--- config.mk ---
export PLATFORM = sky130hd
export DESIGN_NAME = latched_bus_xcvr
export DESIGN_NICKNAME = d
export VERILOG_FILES = /design/src/rtl/xcvr_pkg.sv /design/src/rtl/xcvr_rst_sync.sv /design/src/rtl/xcvr_latch_bank.sv /design/src/rtl/xcvr_port_drive.sv /design/src/rtl/latched_bus_xcvr.sv
export SDC_FILE = /design/constraint.sdc
export NUM_CORES = 1
export LEC_CHECK = 0
export ABC_AREA = 1
export BUFFER_PORTS_ARGS = -buffer_cell sky130_fd_sc_hd__buf_2
export CORE_MARGIN = 2
export CORE_UTILIZATION = 46
export DETAILED_ROUTE_END_ITERATION = 16
export MAX_ROUTING_LAYER = met4
export PLACE_DENSITY = 0.82
export SLEW_MARGIN = 10
export SYNTH_ARGS = -nofsm -noshare
export SYNTH_HDL_FRONTEND = slang
export SYNTH_SLANG_ARGS = --single-unit
--- constraint.sdc ---
create_clock -name clk -period 1.3 [get_ports clk]
set_input_delay 0.065 -clock clk [delete_from_list [all_inputs] [get_ports clk]]
set_output_delay 0.065 -clock clk [all_outputs]
set_load 0.01 [all_outputs]
--- src/rtl/xcvr_pkg.sv ---
`timescale 1ns/1ps
package xcvr_pkg;
  // Per-direction control group, all active low.
  typedef struct packed {
    logic sel_n;
    logic load_n;
    logic drv_n;
  } dir_ctrl_t;
endpackage

--- src/rtl/xcvr_rst_sync.sv ---
`timescale 1ns/1ps
module xcvr_rst_sync #(
  parameter int STAGES = 2
) (
  input  logic clk,
  input  logic rst_n,
  output logic rst_sync_n
);
  logic [STAGES-1:0] chain_q;
  logic [STAGES-1:0] chain_d;

  always_comb begin
    chain_d = {chain_q[STAGES-2:0], 1'b1};
  end

  always_ff @(posedge clk or negedge rst_n) begin
    if (!rst_n) chain_q <= '0;
    else        chain_q <= chain_d;
  end

  assign rst_sync_n = chain_q[STAGES-1];
endmodule

--- src/rtl/xcvr_latch_bank.sv ---
`timescale 1ns/1ps
module xcvr_latch_bank
  import xcvr_pkg::*;
#(
  parameter int WIDTH = 8
) (
  input  logic             clk,
  input  logic             rst_n,
  input  dir_ctrl_t        ctl,
  input  logic [WIDTH-1:0] din,
  output logic [WIDTH-1:0] lat_o,
  output logic             open_o
);
  logic [WIDTH-1:0] store_q;
  logic [WIDTH-1:0] store_d;
  logic             load_en;
  logic             load_q;
  logic             close_evt;

  // The bank is open (transparent) when selected and strobed low.
  always_comb begin
    open_o  = !ctl.sel_n && !ctl.load_n;
    load_en = open_o;
    store_d = din;
    lat_o   = open_o ? din : store_q;
  end

  // Registered copy of the strobe to spot its low-to-high transition.
  always_ff @(posedge clk or negedge rst_n) begin
    if (!rst_n) load_q <= 1'b1;
    else        load_q <= ctl.load_n;
  end

  assign close_evt = !ctl.sel_n && ctl.load_n && !load_q;

  for (genvar i = 0; i < WIDTH; i++) begin : g_bit
    always_ff @(posedge clk or negedge rst_n) begin
      if (!rst_n)       store_q[i] <= 1'b0;
      else if (load_en) store_q[i] <= store_d[i];
    end
  end

  p_capture_r2: assert property (@(posedge clk) disable iff (!rst_n)
    (!ctl.sel_n && !ctl.load_n) |=> (store_q == $past(din)));

  p_frozen_after_close_r3: assert property (@(posedge clk) disable iff (!rst_n)
    close_evt |=> $stable(store_q));

  p_deselect_hold_r4: assert property (@(posedge clk) disable iff (!rst_n)
    ctl.sel_n |=> $stable(store_q));
endmodule

--- src/rtl/xcvr_port_drive.sv ---
`timescale 1ns/1ps
module xcvr_port_drive
  import xcvr_pkg::*;
#(
  parameter int WIDTH = 8
) (
  input  logic             live,
  input  dir_ctrl_t        ctl,
  input  logic [WIDTH-1:0] lat,
  output logic [WIDTH-1:0] dout,
  output logic             drv
);
  always_comb begin
    drv  = live && !ctl.sel_n && !ctl.drv_n;
    dout = drv ? lat : '0;
  end
endmodule

--- src/rtl/latched_bus_xcvr.sv ---
`timescale 1ns/1ps
module latched_bus_xcvr
  import xcvr_pkg::*;
#(
  parameter int WIDTH = 8,
  parameter int SYNC_STAGES = 2
) (
  input  logic             clk,
  input  logic             rst_n,
  input  logic             ab_sel_n,
  input  logic             ab_load_n,
  input  logic             ab_drv_n,
  input  logic             ba_sel_n,
  input  logic             ba_load_n,
  input  logic             ba_drv_n,
  input  logic [WIDTH-1:0] a_in,
  output logic [WIDTH-1:0] a_out,
  output logic             a_oe,
  input  logic [WIDTH-1:0] b_in,
  output logic [WIDTH-1:0] b_out,
  output logic             b_oe
  ,output logic            bus_conflict
);
  localparam int NDIR = 2;
  localparam int AB   = 0;
  localparam int BA   = 1;

  logic                  rst_sync_n;
  dir_ctrl_t             ctl     [NDIR];
  logic [WIDTH-1:0]      din     [NDIR];
  logic [WIDTH-1:0]      lat     [NDIR];
  logic [WIDTH-1:0]      dout    [NDIR];
  logic [NDIR-1:0]       drv;
  logic [NDIR-1:0]       is_open;

  always_comb begin
    ctl[AB] = '{sel_n: ab_sel_n, load_n: ab_load_n, drv_n: ab_drv_n};
    ctl[BA] = '{sel_n: ba_sel_n, load_n: ba_load_n, drv_n: ba_drv_n};
    din[AB] = a_in;
    din[BA] = b_in;
  end

  xcvr_rst_sync #(.STAGES(SYNC_STAGES)) u_rst (
    .clk       (clk),
    .rst_n     (rst_n),
    .rst_sync_n(rst_sync_n)
  );

  for (genvar d = 0; d < NDIR; d++) begin : g_dir
    xcvr_latch_bank #(.WIDTH(WIDTH)) u_bank (
      .clk   (clk),
      .rst_n (rst_sync_n),
      .ctl   (ctl[d]),
      .din   (din[d]),
      .lat_o (lat[d]),
      .open_o(is_open[d])
    );
    xcvr_port_drive #(.WIDTH(WIDTH)) u_drv (
      .live(rst_sync_n),
      .ctl (ctl[d]),
      .lat (lat[d]),
      .dout(dout[d]),
      .drv (drv[d])
    );
  end

  // A-to-B bank feeds the B side, B-to-A bank feeds the A side.
  always_comb begin
    b_out        = dout[AB];
    b_oe         = drv[AB];
    a_out        = dout[BA];
    a_oe         = drv[BA];
    bus_conflict = &drv;
  end

  p_reset_quiet_r1: assert property (@(posedge clk)
    !rst_sync_n |-> (!a_oe && !b_oe));

  p_pass_through_r2: assert property (@(posedge clk) disable iff (!rst_sync_n)
    (!ab_sel_n && !ab_load_n && !ab_drv_n) |-> (b_oe && b_out == a_in));

  p_b_idle_r5: assert property (@(posedge clk) disable iff (!rst_sync_n)
    (ab_sel_n || ab_drv_n) |-> (!b_oe && b_out == '0));

  p_a_idle_r6: assert property (@(posedge clk) disable iff (!rst_sync_n)
    (ba_sel_n || ba_drv_n) |-> (!a_oe && a_out == '0));

  p_conflict_src_r8: assert property (@(posedge clk) disable iff (!rst_sync_n)
    bus_conflict |-> (!ab_sel_n && !ab_drv_n && !ba_sel_n && !ba_drv_n));
endmodule

==> flow_summary.rst, run 1 <==
.. list-table::
   :header-rows: 1

   * - Metric
     - Value
   * - Cell types with the largest area share after synthesis
     - sky130_fd_sc_hd__dfrtp_1 45%, sky130_fd_sc_hd__inv_1 19%, sky130_fd_sc_hd__nand2_1 12%
   * - Post-CTS setup buffers
     - 0
   * - Non-Filler Cell Area, Final
     - 1280 sq um
   * - Number of maximum-capacitance constraint violations
     - 0
   * - Clock Pin Slew Worst Setup and Hold Paths
     - 100 ps
   * - CTS sink count
     - 18
   * - Most common library cell in the layout ignoring fill and taps
     - sky130_fd_sc_hd__inv_1
   * - GPL Wtd Cong
     - 0.728
   * - Count of endpoints failing setup in the final report
     - 0
   * - Detailed-route via count
     - 948
   * - # fillers
     - 192
   * - Leakage dissipation
     - 0.883 nW
   * - Setup Skew
     - 5.07 ps
   * - Clock buffers created by TritonCTS
     - 3
   * - Post-synthesis adder-cell area fraction
     - 0%
   * - Area share of the largest cell type after synthesis
     - 45.4%
   * - Drt pass-1 iters
     - 4
   * - Combined buffer and inverter count along the critical path
     - 2
   * - Cells along the critical path
     - inv_2, nor2_4, nand2_4, nor2_1, buf_2
   * - Number of buffers between clock root and the deepest sink
     - 2
   * - Remaining global-route overflow
     - 0
   * - Growth of design area from synthesis to finish
     - 29.5%
   * - I/O Buffers
     - 42
   * - Setup repair after global routing missed its margin
     - yes
   * - Fraction of the mapped netlist area in simple logic gates
     - 23.8%
   * - Hold Fails Final Rpt
     - 0
   * - Skew-Pair Late Insertion Delay
     - 290 ps
   * - Post-DP HPWL
     - 1510 microns
   * - Post-synth top area cell
     - sky130_fd_sc_hd__dfrtp_1
   * - Die footprint
     - 2540 sq um
   * - Final worst setup slack
     - 25.9 ps
   * - Detailed-route vias per instance
     - 4.35
   * - Fraction of synthesized cell area in xor and xnor cells
     - 0%
   * - Chip Width
     - 50.4 microns
   * - Root buf cell
     - sky130_fd_sc_hd__clkbuf_4
   * - Placeable core region
     - 2000 sq um
   * - Die Ht
     - 50.4 microns
   * - Count of cell types in the netlist
     - 12
   * - DP Worst Slack
     - 313 ps
   * - Startpoint types
     - register
   * - Min Clock Period, post-route
     - 1270 ps
   * - Area after DPL
     - 1220 sq um
   * - Avg Cell Area, Syn
     - 6.84 sq um
   * - Family with the most delay on the worst path
     - flip-flops
   * - CTS tree
     - built
   * - Sequential area share after synthesis
     - 45.4%
   * - Net total in the final layout
     - 217
   * - Dominant combinational cell family by area after synthesis
     - simple AND/OR/NAND/NOR gates
   * - Cell Count Post-Placement
     - 213
   * - Required arrival time at the worst endpoint
     - 1240 ps
   * - Post-Route WL
     - 2020 microns
   * - Compound-gate portion of the synthesized area
     - 8.07%
   * - ANT nets after route
     - 0
   * - Largest net degree at the start of global routing
     - 17
   * - WP data arrival
     - 1210 ps
   * - Final core utilization
     - 64.2%
   * - Number of flip-flops and latches in the synthesized netlist
     - 18
   * - Level count of the clock H-tree
     - 1
   * - Maximum single-stage delay on the critical path
     - 370 ps
   * - Biggest fanout along the worst timing path
     - 5
   * - Worst-path cell with the longest stage delay
     - sky130_fd_sc_hd__dfrtp_1
   * - Pwr per Cell Area
     - 917 nW/um^2
   * - Top library cells by usage in the layout, fill and taps aside
     - 50 x sky130_fd_sc_hd__inv_1, 42 x sky130_fd_sc_hd__buf_2, 32 x sky130_fd_sc_hd__nand2_1
   * - Maximum clock rate
     - 0.785 GHz
   * - GRT Util Overall
     - 18.0%
   * - Capturing element type of the critical path
     - primary output
   * - I/O pin total
     - 43
   * - Initial Utilization
     - 49.6%
   * - Fraction of synthesized area in multiplexers
     - 0%
   * - Class of the most critical setup path
     - register to primary output
   * - Syn Inst Count
     - 145
   * - Detail-routed net length per standard cell
     - 9.26 microns
   * - Antenna violations before repair
     - 0
   * - Share of post-route cells with drive strength above 1
     - 30.4%
   * - Number of remaining DRC errors
     - 0
   * - Synthesized netlist net count
     - 169
   * - Post-Synthesis Cell Area
     - 992 sq um
   * - Wire length of the first global-routing pass
     - 3370 microns
   * - Antenna cells
     - 0
   * - Setup TNS
     - 0 ps
   * - Iteration-0 DRC count of the detailed router
     - 19
   * - Number of slew-limit violations in the final report
     - 0
   * - Hold crit path type
     - input port to register
   * - Period Utilization, post-route
     - 98.0%
   * - Status
     - complete, no violations
   * - Yosys warning count
     - 0
   * - Site Rows
     - 16
   * - Worst vdd ir
     - 0.726 mV
   * - Vias in the first global route
     - 837
   * - Layout Cells excl Fill
     - 218
==> tightest hold or removal path, delay by kind of cell <==
kind	cells	cell delay (ps)
AND/OR/NAND/NOR	2	110
buffers and inverters	3	150
==> report_power, final <==
group	leakage (nW)	total, mW	internal [mW]	switching (mW)
logic	0.672	0.270	0.103	0.167
clock network	0.0138	0.268	0.108	0.160
registers	0.198	0.640	0.624	0.0168
==> stage by stage <==
stage | total power, mW | hold WS (ps)
final | 1.18 | 61.1
after global routing | 1.28 | 60.7
after CTS | 1.19 | 50.0
after detailed placement | 0.913 | -148
after global placement | 0.901 | -149
after floorplan | 0.819 | -231
==> what timing repair did <==
item / in CTS / in global routing
pin swaps: 1 / 6
resized for setup: 1 / 5
endpoints found under the hold margin: 2 / 0
endpoints found under the setup margin: 8 / 17
hold buffers: 1 / 0
cloned: 0 / 1
==> layer usage <==
metal,global-route usage (%),vias to the layer above,wire (microns)
met5,-,-,0
met4,8.11,0,33
met3,2.98,4,132
met2,29.2,33,916
met1,22.1,417,936
li1,-,494,-
==> sequential cells by signal, indices dropped and copies added (netlist names) <==
register / cells
g_dir.u_bank.store_q: 16
u_rst.chain_q: 2
==> layout make-up <==
class | instances | area, sq um | area share (%)
well taps | 27 | 33.8 | 2.63
repair buffers | 44 | 228 | 17.7
inverters | 53 | 199 | 15.5
multi-input cells | 73 | 352 | 27.4
clock buffers | 3 | 22.5 | 1.75
flip-flops and latches | 18 | 450 | 35.1
==> cell families after synthesis <==
kind of cell	after synthesis
simple gates	55
buf+inv	55
compound gates	16
flops	18
other cells	1
==> final timing paths <==
kind                                             from                          to  slack, ps  depth (start not counted)
hold reg to reg                      u_rst.chain_q[1]  g_dir[0].u_bank.store_q[7]        240                          1
max in group asynchronous            u_rst.chain_q[1]  g_dir[1].u_bank.store_q[4]        880                          1
min in group asynchronous                       rst_n            u_rst.chain_q[1]         70                          2
setup reg to reg           g_dir[1].u_bank.store_q[2]  g_dir[1].u_bank.store_q[2]        580                          4
setup / recovery                     u_rst.chain_q[1]                bus_conflict         30                          5
hold / removal                                a_in[0]  g_dir[0].u_bank.store_q[0]         60                          5
==> Yosys cell counts, drive strengths merged <==
| master | instances |
|---|---|
| conb | 1 |
| buf | 2 |
| inv | 53 |
| o21ai | 16 |
| dfrtp | 18 |
| nand2 | 34 |
| nor2 | 21 |
(Power assumes the default switching activity.)
==> run 2: changes to the inputs <==
--- a/config.mk
+++ b/config.mk
@@ -11,7 +11,9 @@
 export CORE_UTILIZATION = 46
 export DETAILED_ROUTE_END_ITERATION = 16
 export MAX_ROUTING_LAYER = met4
-export PLACE_DENSITY = 0.82
+export PLACE_DENSITY = 0.78
+export RECOVER_POWER = 25
+export SETUP_SLACK_MARGIN = 0.1
 export SLEW_MARGIN = 10
 export SYNTH_ARGS = -nofsm -noshare
 export SYNTH_HDL_FRONTEND = slang
==> flow_summary.rst, run 2 (synthesis gave the netlist of run 1 again) <==
.. list-table::
   :header-rows: 1

   * - Metric
     - Value
   * - I/O Buffers
     - 42 (unchanged)
   * - Area of all sequential standard cells
     - 452 sq um (+0.28%)
   * - CTS sink count
     - 18 (unchanged)
   * - Max reg flops
     - 16 (unchanged)
   * - Antenna cells
     - 0 (unchanged)
   * - Site Rows
     - 16 (unchanged)
   * - Antenna violations before repair
     - 0 (unchanged)
   * - Family with the most delay on the worst path
     - flip-flops
   * - Placeable core region
     - 2000 sq um (unchanged)
   * - Root buf cell
     - sky130_fd_sc_hd__clkbuf_4
   * - Largest net degree at the start of global routing
     - 17 (unchanged)
   * - Iteration-0 DRC count of the detailed router
     - 9 (-10)
   * - Vias in the first global route
     - 874 (+4.4%)
   * - Number of buffers between clock root and the deepest sink
     - 2 (unchanged)
   * - Startpoint types
     - register
   * - Share of post-route cells with drive strength above 1
     - 28.8% (-1.6 points)
   * - Hold Fails Final Rpt
     - 0 (unchanged)
   * - Growth of design area from synthesis to finish
     - 27.2%
   * - WP data arrival
     - 1220 ps (about the same)
   * - Hold WS
     - 53.2 ps (-7.94 ps)
   * - Number of slew-limit violations in the final report
     - 0 (unchanged)
   * - Level count of the clock H-tree
     - 1 (unchanged)
   * - Min Clock Period, post-route
     - 1280 ps (+9.65 ps)
   * - Remaining global-route overflow
     - 0 (unchanged)
   * - Wire length of the first global-routing pass
     - 3500 microns (+3.9%)
   * - Post-DP HPWL
     - 1550 microns (+2.7%)
   * - Pwr per Cell Area
     - 942 nW/um^2 (+2.6%)
   * - Cells along the critical path
     - inv_2, nor2_2, nand2_4, nor2_1, buf_2
   * - Die footprint
     - 2540 sq um (unchanged)
   * - Most flops, register
     - g_dir.u_bank.store_q
   * - Maximum clock rate
     - 0.779 GHz (-0.75%)
   * - Detailed-route vias per instance
     - 4.29 (-1.3%)
   * - Clock Pin Slew Worst Setup and Hold Paths
     - 100 ps (about the same)
   * - Most common library cell in the layout ignoring fill and taps
     - sky130_fd_sc_hd__inv_1
   * - Setup Skew
     - 7.24 ps (+2.17 ps)
   * - Number of remaining DRC errors
     - 0 (unchanged)
   * - Initial Utilization
     - 49.6% (unchanged)
   * - Post-Route WL
     - 2000 microns (-0.84%)
   * - Net total in the final layout
     - 216 (-0.46%)
   * - CTS tree
     - built
   * - Worst vdd ir
     - 0.773 mV (+6.6%)
   * - Period Utilization, post-route
     - 98.7% (+0.74 points)
   * - Drt pass-1 iters
     - 4 (unchanged)
   * - Combined buffer and inverter count along the critical path
     - 2 (unchanged)
   * - Maximum single-stage delay on the critical path
     - 380 ps (about the same)
   * - Status
     - complete, no violations
   * - Detailed-route via count
     - 936 (-1.3%)
   * - Biggest fanout along the worst timing path
     - 10 (+5)
   * - Die Ht
     - 50.4 microns (unchanged)
   * - Clock buffers created by TritonCTS
     - 3 (unchanged)
   * - ANT nets after route
     - 0 (unchanged)
   * - Area of combinational cells with multiple inputs
     - 325 sq um (-7.5%)
   * - Leakage dissipation
     - 0.868 nW (-1.7%)
   * - I/O pin total
     - 43 (unchanged)
   * - Number of maximum-capacitance constraint violations
     - 0 (unchanged)
   * - Chip Width
     - 50.4 microns (unchanged)
   * - Regs by FF count
     - g_dir.u_bank.store_q (16), u_rst.chain_q (2)
   * - Count of endpoints failing setup in the final report
     - 0 (unchanged)
   * - Required arrival time at the worst endpoint
     - 1240 ps (about the same)
   * - Setup repair after global routing missed its margin
     - yes
   * - Class of the most critical setup path
     - register to primary output
   * - Detail-routed net length per standard cell
     - 9.18 microns (-0.84%)
   * - # fillers
     - 187 (-2.6%)
   * - GRT Util Overall
     - 18.4% (+0.47 points)
   * - Worst-path cell with the longest stage delay
     - sky130_fd_sc_hd__dfrtp_2
   * - Final core utilization
     - 63.1% (-1.1 points)
   * - Hold crit path type
     - input port to register
   * - Skew-Pair Late Insertion Delay
     - 290 ps (about the same)
   * - Top library cells by usage in the layout, fill and taps aside
     - 50 x sky130_fd_sc_hd__inv_1, 41 x sky130_fd_sc_hd__buf_2, 32 x sky130_fd_sc_hd__nand2_1
   * - GPL Wtd Cong
     - 0.745 (+2.3%)
   * - Capturing element type of the critical path
     - primary output
[run 2: cell types whose count changed in the layout (fill, tap and decap cells not counted)]
cell,delta
sky130_fd_sc_hd__buf_2,-1
sky130_fd_sc_hd__clkbuf_1,+2
sky130_fd_sc_hd__dfrtp_2,+1
sky130_fd_sc_hd__nor2_4,-2
sky130_fd_sc_hd__dfrtp_1,-1
sky130_fd_sc_hd__nor2_1,+2
sky130_fd_sc_hd__nand2_4,-1
[run 2: final cells by class]
class	instances	area share, %
timing repair buffer	44	17.9
multi-input combinational	72	25.8
tap	27	2.68
sequential	18	35.8
inverter	53	15.8
clock buffer	4	2.08
[run 2: path summary, 6_finish.rpt]
check | from | to | slack, ps | depth (start not counted)
max in group asynchronous | u_rst.chain_q[1] | g_dir[0].u_bank.store_q[5] | 880 | 1
worst max-delay path | u_rst.chain_q[1] | bus_conflict | 20 | 5
worst max register to register | g_dir[0].u_bank.store_q[6] | g_dir[0].u_bank.store_q[6] | 570 | 4
min in group asynchronous | rst_n | u_rst.chain_q[0] | 70 | 2
worst min-delay path | a_in[3] | g_dir[0].u_bank.store_q[3] | 50 | 5
worst min register to register | u_rst.chain_q[1] | g_dir[1].u_bank.store_q[4] | 230 | 1
[run 2: routing by layer]
metal | track usage [%] | vias up | wire (microns) | share of wire [%]
li1 | - | 493 | - | -
met3 | 2.68 | 3 | 124 | 6.2
met1 | 20.0 | 406 | 898 | 45
met2 | 33.3 | 34 | 945 | 47
met5 | - | - | 0 | 0
met4 | 8.11 | 0 | 31 | 1.5
[run 2: where the power goes]
group	switching (mW)	leakage, nW	internal (mW)
clock network	0.166	0.0150	0.119
logic	0.161	0.657	0.100
registers	0.0175	0.197	0.624
total	0.345	0.868	0.844
[run 2: per-stage QoR]
stage	power (mW)	instances	worst slack, ps	cell area, sq um	setup TNS, ps
after global routing	1.29	218	-65.1	1260	-764
after floorplan	0.819	145	223	993	0
after detailed placement	0.915	213	321	1220	0
after CTS	1.21	218	2.87	1260	0
final	1.19	218	16.3	1260	0
after global placement	0.901	213	356	1220	0
[run 2: worst min-delay path, delay by kind of cell]
kind / cells / cell delay, ps
buf+inv: 3 / 150
simple gates: 2 / 110
[run 2: repair_timing]
item / 4_1_cts / 5_1_grt
endpoints found under the hold margin: 2 / 0
hold buffers: 1 / 0
setup buffers: 0 / 0
setup endpoints to repair: 18 / 19
resized for setup: 1 / 0
